===== config.mk =====
export PLATFORM = sky130hd
export DESIGN_NAME = fw_boot_seq
export DESIGN_NICKNAME = d
export VERILOG_FILES = /design/src/rtl/fbs_pkg.sv /design/src/rtl/fbs_bus_port.sv /design/src/rtl/fbs_packer.sv /design/src/rtl/fw_boot_seq.sv
export SDC_FILE = /design/constraint.sdc
export NUM_CORES = 1
export LEC_CHECK = 0
export BUFFER_PORTS_ARGS = -buffer_cell sky130_fd_sc_hd__buf_2
export CORE_MARGIN = 4
export CORE_UTILIZATION = 50
export DETAILED_ROUTE_END_ITERATION = 6
export PLACE_DENSITY = 0.74
export SYNTH_ARGS = -nofsm -noshare
export SYNTH_HDL_FRONTEND = slang
export SYNTH_HIERARCHICAL = 1
export SYNTH_SLANG_ARGS = --single-unit

===== constraint.sdc =====
create_clock -name clk -period 3.5 [get_ports clk]
set_input_delay 0.175 -clock clk [delete_from_list [all_inputs] [get_ports clk]]
set_output_delay 0.175 -clock clk [all_outputs]
set_load 0.03 [all_outputs]

===== src/rtl/fbs_pkg.sv =====
package fbs_pkg;
  typedef enum logic [3:0] {
    S_IDLE, S_CTL_RD, S_CTL_WR, S_BASE_WR, S_IND_RD, S_IND_WR, S_STS_RD,
    S_STREAM, S_VLO_WR, S_VHI_WR, S_RUN_RD, S_RUN_WR
  } seq_state_t;

  localparam logic [15:0] ADR_CTL  = 16'h000E;
  localparam logic [15:0] ADR_BASE = 16'h0100;
  localparam logic [15:0] ADR_IND  = 16'h0101;
  localparam logic [15:0] ADR_LOAD = 16'h0102;
  localparam logic [15:0] ADR_STS  = 16'h0103;
  localparam logic [15:0] ADR_VLO  = 16'h0003;
  localparam logic [15:0] ADR_VHI  = 16'h0004;

  localparam logic [15:0] CTL_MASK = 16'h001F;
  localparam logic [15:0] CTL_HOLD = 16'h0017;
  localparam logic [15:0] CTL_GO   = 16'h0001;
  localparam logic [15:0] IND_CLR  = 16'h3FFC;
  localparam logic [15:0] IND_SET  = 16'hC000;
endpackage


===== src/rtl/fbs_bus_port.sv =====
module fbs_bus_port #(
  parameter int AW = 16,
  parameter int DW = 16
) (
  input  logic          clk,
  input  logic          rst,
  input  logic          iss,
  input  logic          iss_we,
  input  logic [AW-1:0] iss_addr,
  input  logic [DW-1:0] iss_wdata,
  output logic          bus_req,
  output logic          bus_we,
  output logic [AW-1:0] bus_addr,
  output logic [DW-1:0] bus_wdata,
  input  logic [DW-1:0] bus_rdata,
  input  logic          bus_done,
  output logic          rsp_valid,
  output logic [DW-1:0] rsp_data
);
  always_ff @(posedge clk) begin
    if (rst) begin
      bus_req   <= 1'b0;
      bus_we    <= 1'b0;
      bus_addr  <= '0;
      bus_wdata <= '0;
      rsp_valid <= 1'b0;
      rsp_data  <= '0;
    end else begin
      rsp_valid <= 1'b0;
      if (bus_req && bus_done) begin
        bus_req   <= 1'b0;
        rsp_valid <= 1'b1;
        rsp_data  <= bus_rdata;
      end else if (iss && !bus_req) begin
        bus_req   <= 1'b1;
        bus_we    <= iss_we;
        bus_addr  <= iss_addr;
        bus_wdata <= iss_wdata;
      end
    end
  end
endmodule


===== src/rtl/fbs_packer.sv =====
module fbs_packer #(
  parameter int LEN_W = 16,
  parameter int DW    = 16,
  localparam int BW   = DW / 2
) (
  input  logic             clk,
  input  logic             rst,
  input  logic             load,
  input  logic [LEN_W-1:0] len,
  input  logic             en,
  input  logic [BW-1:0]    s_data,
  input  logic             s_valid,
  output logic             s_ready,
  output logic             word_valid,
  output logic [DW-1:0]    word,
  input  logic             pop
);
  logic [LEN_W-1:0] remain;
  logic             have_lo;
  logic [BW-1:0]    lo_q;

  assign s_ready = en && (remain != '0) && !word_valid;

  always_ff @(posedge clk) begin
    if (rst) begin
      remain     <= '0;
      have_lo    <= 1'b0;
      lo_q       <= '0;
      word_valid <= 1'b0;
      word       <= '0;
    end else if (load) begin
      remain     <= len;
      have_lo    <= 1'b0;
      word_valid <= 1'b0;
    end else begin
      if (pop) word_valid <= 1'b0;
      if (s_valid && s_ready) begin
        remain <= remain - 1'b1;
        if (!have_lo) begin
          lo_q    <= s_data;
          have_lo <= 1'b1;
        end else begin
          word       <= {s_data, lo_q};
          word_valid <= 1'b1;
          have_lo    <= 1'b0;
        end
      end
    end
  end
endmodule


===== src/rtl/fw_boot_seq.sv =====
module fw_boot_seq #(
  parameter int          LEN_W     = 16,
  parameter int          AW        = 16,
  parameter int          DW        = 16,
  parameter logic [15:0] LOAD_BASE = 16'h1000,
  parameter logic [31:0] RUN_VEC   = 32'h0000_2000
) (
  input  logic             clk,
  input  logic             rst,
  input  logic             start,
  input  logic [LEN_W-1:0] img_len,
  input  logic [7:0]       s_data,
  input  logic             s_valid,
  output logic             s_ready,
  output logic             bus_req,
  output logic             bus_we,
  output logic [AW-1:0]    bus_addr,
  output logic [DW-1:0]    bus_wdata,
  input  logic [DW-1:0]    bus_rdata,
  input  logic             bus_done,
  output logic             busy,
  output logic             ok,
  output logic             err
);
  import fbs_pkg::*;

  seq_state_t       state;
  logic             pend;
  logic [DW-1:0]    hold;
  logic [LEN_W-1:0] words_left;

  logic          need, acc_we, iss, pop, rsp_valid, word_valid, load;
  logic [AW-1:0] acc_addr;
  logic [DW-1:0] acc_wdata, rsp_data, word;

  assign load = start && (state == S_IDLE) && !busy && !img_len[0];

  always_comb begin
    need      = 1'b1;
    acc_we    = 1'b1;
    acc_addr  = '0;
    acc_wdata = '0;
    case (state)
      S_CTL_RD:  begin acc_we = 1'b0; acc_addr = AW'(ADR_CTL); end
      S_CTL_WR:  begin acc_addr = AW'(ADR_CTL);  acc_wdata = DW'((hold & ~CTL_MASK) | CTL_HOLD); end
      S_BASE_WR: begin acc_addr = AW'(ADR_BASE); acc_wdata = DW'(LOAD_BASE); end
      S_IND_RD:  begin acc_we = 1'b0; acc_addr = AW'(ADR_IND); end
      S_IND_WR:  begin acc_addr = AW'(ADR_IND);  acc_wdata = DW'((hold & ~IND_CLR) | IND_SET); end
      S_STS_RD:  begin acc_we = 1'b0; acc_addr = AW'(ADR_STS); end
      S_STREAM:  begin
        need      = (words_left != '0) && word_valid;
        acc_addr  = AW'(ADR_LOAD);
        acc_wdata = word;
      end
      S_VLO_WR:  begin acc_addr = AW'(ADR_VLO); acc_wdata = DW'(RUN_VEC[15:0]); end
      S_VHI_WR:  begin acc_addr = AW'(ADR_VHI); acc_wdata = DW'(RUN_VEC[31:16]); end
      S_RUN_RD:  begin acc_we = 1'b0; acc_addr = AW'(ADR_CTL); end
      S_RUN_WR:  begin acc_addr = AW'(ADR_CTL); acc_wdata = DW'((hold & ~CTL_MASK) | CTL_GO); end
      default:   need = 1'b0;
    endcase
  end

  assign iss = need && !pend;
  assign pop = iss && (state == S_STREAM);

  always_ff @(posedge clk) begin
    if (rst) begin
      state      <= S_IDLE;
      pend       <= 1'b0;
      hold       <= '0;
      words_left <= '0;
      busy       <= 1'b0;
      ok         <= 1'b0;
      err        <= 1'b0;
    end else begin
      if (state == S_IDLE) begin
        if (start && !busy) begin
          ok <= 1'b0;
          if (img_len[0]) begin
            err <= 1'b1;
          end else begin
            err        <= 1'b0;
            busy       <= 1'b1;
            words_left <= img_len >> 1;
            state      <= S_CTL_RD;
          end
        end
      end else if (state == S_STREAM && words_left == '0 && !pend) begin
        state <= S_VLO_WR;
      end
      if (iss) pend <= 1'b1;
      if (rsp_valid) begin
        pend <= 1'b0;
        hold <= rsp_data;
        case (state)
          S_CTL_RD:  state <= S_CTL_WR;
          S_CTL_WR:  state <= S_BASE_WR;
          S_BASE_WR: state <= S_IND_RD;
          S_IND_RD:  state <= S_IND_WR;
          S_IND_WR:  state <= S_STS_RD;
          S_STS_RD:  begin
            if (rsp_data > DW'(1)) begin
              state <= S_IDLE;
              busy  <= 1'b0;
              err   <= 1'b1;
            end else begin
              state <= S_STREAM;
            end
          end
          S_STREAM:  words_left <= words_left - 1'b1;
          S_VLO_WR:  state <= S_VHI_WR;
          S_VHI_WR:  state <= S_RUN_RD;
          S_RUN_RD:  state <= S_RUN_WR;
          S_RUN_WR:  begin
            state <= S_IDLE;
            busy  <= 1'b0;
            ok    <= 1'b1;
          end
          default:   state <= S_IDLE;
        endcase
      end
    end
  end

  fbs_bus_port #(.AW(AW), .DW(DW)) port_i (
    .clk(clk), .rst(rst), .iss(iss), .iss_we(acc_we), .iss_addr(acc_addr),
    .iss_wdata(acc_wdata), .bus_req(bus_req), .bus_we(bus_we),
    .bus_addr(bus_addr), .bus_wdata(bus_wdata), .bus_rdata(bus_rdata),
    .bus_done(bus_done), .rsp_valid(rsp_valid), .rsp_data(rsp_data)
  );

  fbs_packer #(.LEN_W(LEN_W), .DW(DW)) pack_i (
    .clk(clk), .rst(rst), .load(load), .len(img_len),
    .en(state == S_STREAM), .s_data(s_data), .s_valid(s_valid),
    .s_ready(s_ready), .word_valid(word_valid), .word(word), .pop(pop)
  );
endmodule


**Yosys cells after proc, flatten, opt, wreduce, memory -nomap -nowiden**

Cells that the tools add are included.

- Word-level logic and storage cells: 108
- Bits in registers: 133
- Output and inout bits: 38
- Input port bits: 45

- Add/subtract/negate cells: 2
- Bitwise logic cells: 3
- Eq/ne operators: 11
- $lt $le $gt $ge: 1
- Reductions and logical operators: 34
- Multiplexer cells: 39

Operators by type and width:

| cell | number |
|---|---|
| 16-bit 2-to-1 mux | 7 |
| 16-bit one-hot mux with 6 select lines | 1 |
| 9-bit one-hot mux with 7 select lines | 1 |
| 4-bit one-hot mux with 10 select lines | 1 |
| 16-bit nonzero test | 2 |
| 16-bit by 1-bit subtractor with 16-bit output (second input constant) | 2 |
| 1-bit 2-to-1 mux | 21 |
| 4-bit 2-to-1 mux | 5 |
| 4-bit by 3-bit equality test with 1-bit output (second input constant) | 4 |
| 4-bit equality test (second input constant) | 4 |
| 16-bit by 1-bit greater-than comparator with 1-bit output (second input constant) | 1 |
| 16-bit logical NOT | 1 |
| 1-bit logical AND | 14 |
| 10-bit OR reduction | 1 |
| 4-bit by 2-bit equality test with 1-bit output (second input constant) | 2 |
| 2-bit OR reduction | 4 |
| 4-bit OR reduction | 2 |
| 3-bit AND reduction | 2 |
| 1-bit logical NOT | 5 |
| 4-bit by 1-bit equality test with 1-bit output (second input constant) | 1 |
| 4-bit logical NOT | 1 |
| 1-bit one-hot mux with 2 select lines | 2 |
| 3-bit 2-to-1 mux | 1 |
| 1-bit inverter | 3 |
| 2 further kinds | 2 |

**Logic depth before layout (Yosys ltp)**

- Depth in word-level cells: 8
- Gate-level depth with buffers: 10

**Hierarchy**

Netlist, hierarchy kept.

Modules (own cells, without submodules):

| module | times used | cells each | area an instance (um^2) |
|---|---|---|---|
| fbs_bus_port | 1 | 229 | 2,483.6 |
| fw_boot_seq | 1 | 302 | 2,369.8 |
| fbs_packer | 1 | 225 | 2,094.5 |

**Worst setup path after synthesis**

OpenSTA, ideal clock, no wires.

- Path kind: flip-flop to flip-flop
- Start: reg state[3]
- End: reg pack_i.remain[11]
- Stages on the path, launching flop included: 10
- Period minus slack after synthesis: 2,583 ps
- Data arrival time: 2,492 ps
- Slack: 917 ps
- Cell sequence: dfxtp_1 -> buf_2 -> nand4b_4 -> inv_2 -> buf_4 -> nand3b_1 -> or4b_1 -> buf_2 -> or4_1 -> a311oi_1

- Cells in the longest elaborated chain, start to end: 5

Ends and longest elaborated chain:

| element | RTL line | RTL |
|---|---|---|
| start: declaration | fw_boot_seq.sv:27 | `seq_state_t state;` |
| start signal: assignment | fw_boot_seq.sv:68 | `state <= S_IDLE;` |
| start signal: assignment | fw_boot_seq.sv:85 | `state <= S_CTL_RD;` |
| start signal: assignment | fw_boot_seq.sv:89 | `state <= S_VLO_WR;` |
| 4-bit by 3-bit equality test with 1-bit output / 4-bit logical NOT (equally long branches) | fw_boot_seq.sv:134, fw_boot_seq.sv:36 |  |
| 1-bit logical AND (on tied branches) (2 in series) | fbs_packer.sv:22, fw_boot_seq.sv:36 |  |
| 1-bit logical AND (on tied branches) | fbs_packer.sv:37, fw_boot_seq.sv:36 |  |
| 2-bit nonzero test (no line) / 16-bit 2-to-1 mux (equally long branches) | n/a |  |
| end signal: assignment | fbs_packer.sv:32 | `remain <= len;` |
| end signal: assignment | fbs_packer.sv:38 | `remain <= remain - 1'b1;` |
| end: declaration | fbs_packer.sv:18 | `logic [LEN_W-1:0] remain;` |

Several ways; a longest one is shown, not always the timed one.
A chain may end at the register's enable or synchronous reset.

**Final worst setup path**

- Start: reg pack_i.remain[7]
- End: out s_ready

- Cells in the longest elaborated chain, start to end: 3

Ends and longest elaborated chain:

| element | RTL line | RTL |
|---|---|---|
| 16-bit nonzero test | fbs_packer.sv:22 | `assign s_ready = en && (remain != '0) && !word_valid;` |
| 1-bit logical AND (2 in series) | fbs_packer.sv:22 |  |
| end: declaration | fw_boot_seq.sv:14 | `output logic s_ready,` |

Every way passes these cells.

==> summary.md <==
| Metric | Value |
|---|---|
| Hold path cells | `3` |
| CTS resizes | `0` |
| Final hold violations | `0` |
| Pin count of the biggest net entering global routing | `70` |
| I/O Buffers | `82` |
| Post-synth top area cell | `dfxtp_1` |
| Crit Path Class | `register to output port` |
| Ant. Diodes | `0` |
| Initial Util | `51.8%` |
| First-pass GRT wire length | `28400 µm` |
| Cell variety after synth | `79` |
| Gr usage total | `21.7%` |
| Crit path max fanout | `10` |
| Nets | `868` |
| Sequential fraction of the synthesis area | `37.5%` |
| Hold_ws | `0.0236 ns` |
| Ys flop type | `dfxtp_1` |
| Residual DRC | `0` |
| Syn-to-layout area delta | `14.8%` |
| Post-Synthesis Cells | `756` |
| Critical R2R Launch | `state[3]$_SDFF_PP0_` |
| Average via count per standard cell | `5.95` |
| Fill cells | `1189` |
| GPL Wtd Cong | `0.954` |
| # hold bufs at CTS | `0` |
| Total grt overflow | `0` |
| Flop2flop setup slack | `0.81 ns` |
| Cell area after layout | `7970 µm²` |
| Clk_lat worst skew | `0.42 ns` |
| P per Cell Area | `488 nW/µm²` |
| CTS max path bufs | `2` |
| Cell count of the worst reg-to-reg path | `6` |
| I/O pin count | `83` |
| Synth Register Bits | `130` |
| Maximum Capacitance Violations | `0` |
| Layout cell share with drive strength beyond 1 | `23.2%` |
| Setup TNS | `0 ns` |
| Total wire length | `17500 µm` |
| Clk_skew | `0.00925 ns` |
| Root Buffer | `clkbuf_16` |
| Critical R2R Capture | `pack_i/remain[8]$_SDFFE_PP0P_` |
| Die H | `126 µm` |
| Status | `complete, no violations` |
| DRT Pass-1 Iters | `7` |
| CTS sink cnt | `130` |
| Layout Utilization | `59.5%` |
| Area contributors post-synth | `dfxtp_1 37%, nand2b_1 6.5%, mux2i_1 5.9%, nand4bb_1 5.3%, o21ai_2 3.8%` |
| Placed Instance Area | `7350 µm²` |
| Routed Antenna Nets | `0` |
| Commonest cells post-synth | `130 x dfxtp_1, 72 x nand2b_1, 61 x nor2_1` |
| Relative slew slack | `20.1%` |
| Top-count cell post-synth | `dfxtp_1` |
| CP Data Arrival Time | `2.60 ns` |
| Startpoint Class | `register` |
| Routed WL per cell | `17.4 µm` |
| CP Capture Type | `output port` |
| Hold Startpoint | `bus_rdata[15]` |
| H-tree depth | `4` |
| Max Freq | `361 MHz` |
| Number of global-route vias before repair | `5806` |
| HP Class | `input port to register` |
| Synthesized area per cell | `9.19 µm²` |
| Max VDD drop | `0.365 mV` |
| Top-area cell type share of the netlist area | `37.5%` |
| CP Data Required Time | `3.32 ns` |
| Leak | `3.00 nW` |
| Detailed-route via count | `6008` |
| Row count | `42` |
| Core area | `13400 µm²` |
| Die width | `126 µm` |
| CTS buffer count | `17` |
| DRT iter0 DRCs | `557` |
| Final setup viols | `0` |
| Final Max Slew Viols | `0` |
| RSZ-0062 raised after global routing | `false` |
| Tightest Pin Transition | `1.19 ns` |
| Worst-path clk slew | `0.06 ns` |
| Post-CTS Setup Inserts | `0` |
| CTS tree | `built` |
| Die footprint | `15800 µm²` |
| Post-synth EDFFs | `0` |
| Syn. warnings | `6` |
| Netlist Area Pre-Place | `6950 µm²` |
| Final worst path period need | `2.77 ns` |
| Dpl hpwl | `12000 µm` |
| Tcrit/Tclk final | `79.2%` |
| Min-Delay Endpoint | `port_i/rsp_data[15]$_SDFFE_PP0P_` |
| Fraction of registers with async set/reset | `0%` |
| Antenna violations before repair | `0` |
==> critical path: stages (launching register included) <==
cell and delay [ns]:
dfxtp_1 0.35, or4_1 0.72, nor4_2 0.58, buf_4 0.26, nor3b_1 0.07, buf_2 0.19
==> worst max-delay path by stage <==
stage | start | end | depth (start not counted)
after global routing | pack_i/remain[0]$_SDFFE_PP0P_ | s_ready | 7
after detailed placement | state[3]$_SDFF_PP0_ | pack_i/remain[8]$_SDFFE_PP0P_ | 6
after global placement | state[3]$_SDFF_PP0_ | pack_i/remain[8]$_SDFFE_PP0P_ | 6
after CTS | pack_i/remain[0]$_SDFFE_PP0P_ | s_ready | 7
after floorplan | state[3]$_SDFF_PP0_ | pack_i/remain[11]$_SDFFE_PP0P_ | 9
final | pack_i/remain[7]$_SDFFE_PP0P_ | s_ready | 5
==> routing by layer <==
layer  global-route usage, %  share of wire [%]  up-vias
met3                    4.83                4.7       35
met1                    27.0                 43     2856
met4                    9.78                3.3        0
li1                        -                  -     2926
met5                       0                  0        -
met2                    36.0                 49      191
==> cell type report <==
type                    instances  area (µm²)  area share [%]
clock buffers                  20         437            5.48
clock inverters                12         184            2.31
inverters                      19        71.3           0.894
multi-input cells             557        3950            49.5
flip-flops and latches        130        2600            32.7
well taps                     176         220            2.76
repair buffers                 95         510            6.40
==> cell usage in the layout, fill, tap and decap left out, drive strengths merged, types with 5 or more instances in the layout <==
| master | synthesis | routed |
|---|---|---|
| o31ai | 5 | 5 |
| clkinv | 2 | 5 |
| clkinvlp | 0 | 5 |
| a31oi | 11 | 11 |
| nand3 | 29 | 29 |
| a21oi | 32 | 32 |
| inv | 17 | 17 |
| a211oi | 6 | 6 |
| clkbuf | 23 | 20 |
| nor3b | 5 | 5 |
| mux2i | 41 | 41 |
| nor4 | 10 | 10 |
| nand4bb | 33 | 33 |
| dfxtp | 130 | 130 |
| conb | 1 | 11 |
| a22oi | 12 | 12 |
| a32oi | 7 | 7 |
| buf | 37 | 95 |
| a311oi | 14 | 14 |
| nor2 | 61 | 61 |
| nand4 | 7 | 7 |
| o21ai | 51 | 51 |
| and3 | 5 | 5 |
| nand2 | 26 | 26 |
| nor3 | 15 | 15 |
| nand2b | 72 | 72 |
| or3 | 12 | 12 |
| a21bo | 16 | 16 |
| or4 | 18 | 18 |
==> cells by family (layout without fill, tap and decap cells) <==
logic type | Yosys count | in the layout | synth area share, %
mux | 41 | 41 | 5.91
xor+xnor | 3 | 3 | 0.378
other cells | 1 | 11 | 0.0540
flops | 130 | 130 | 37.5
fa+ha+maj | 4 | 4 | 0.684
compound gates | 182 | 182 | 20.2
buf+inv | 79 | 146 | 6.30
simple gates | 316 | 316 | 29.0
==> sequential cells by signal, summed over array words and instances (netlist names) <==
| name | flops |
|---|---|
| port_i/bus_addr | 16 |
| err | 1 |
| ok | 1 |
| hold | 13 |
| pack_i/word | 16 |
| words_left | 16 |
| port_i/rsp_data | 16 |
| pack_i/have_lo | 1 |
| port_i/rsp_valid | 1 |
| port_i/bus_we | 1 |
| busy | 1 |
| pend | 1 |
| pack_i/remain | 16 |
| pack_i/lo_q | 8 |
| state | 4 |
| port_i/bus_wdata | 16 |
| pack_i/word_valid | 1 |
| port_i/bus_req | 1 |
==> stage by stage <==
step | power (mW) | setup WS, ns | std cells
floorplan | 1.96 | 0.917 | 766
global placement | 2.04 | 1.00 | 977
detailed placement | 2.06 | 0.897 | 977
CTS | 3.91 | 0.730 | 1009
global route | 4.03 | 0.531 | 1009
finish | 3.89 | 0.729 | 1009
==> power by group <==
part	internal (mW)	switching [mW]	total, mW
clock network	1.19	0.666	1.86
registers	1.52	0.0581	1.58
logic	0.176	0.274	0.451
total	2.89	0.998	3.89
Note: power is estimated with default switching activity, not from simulation.
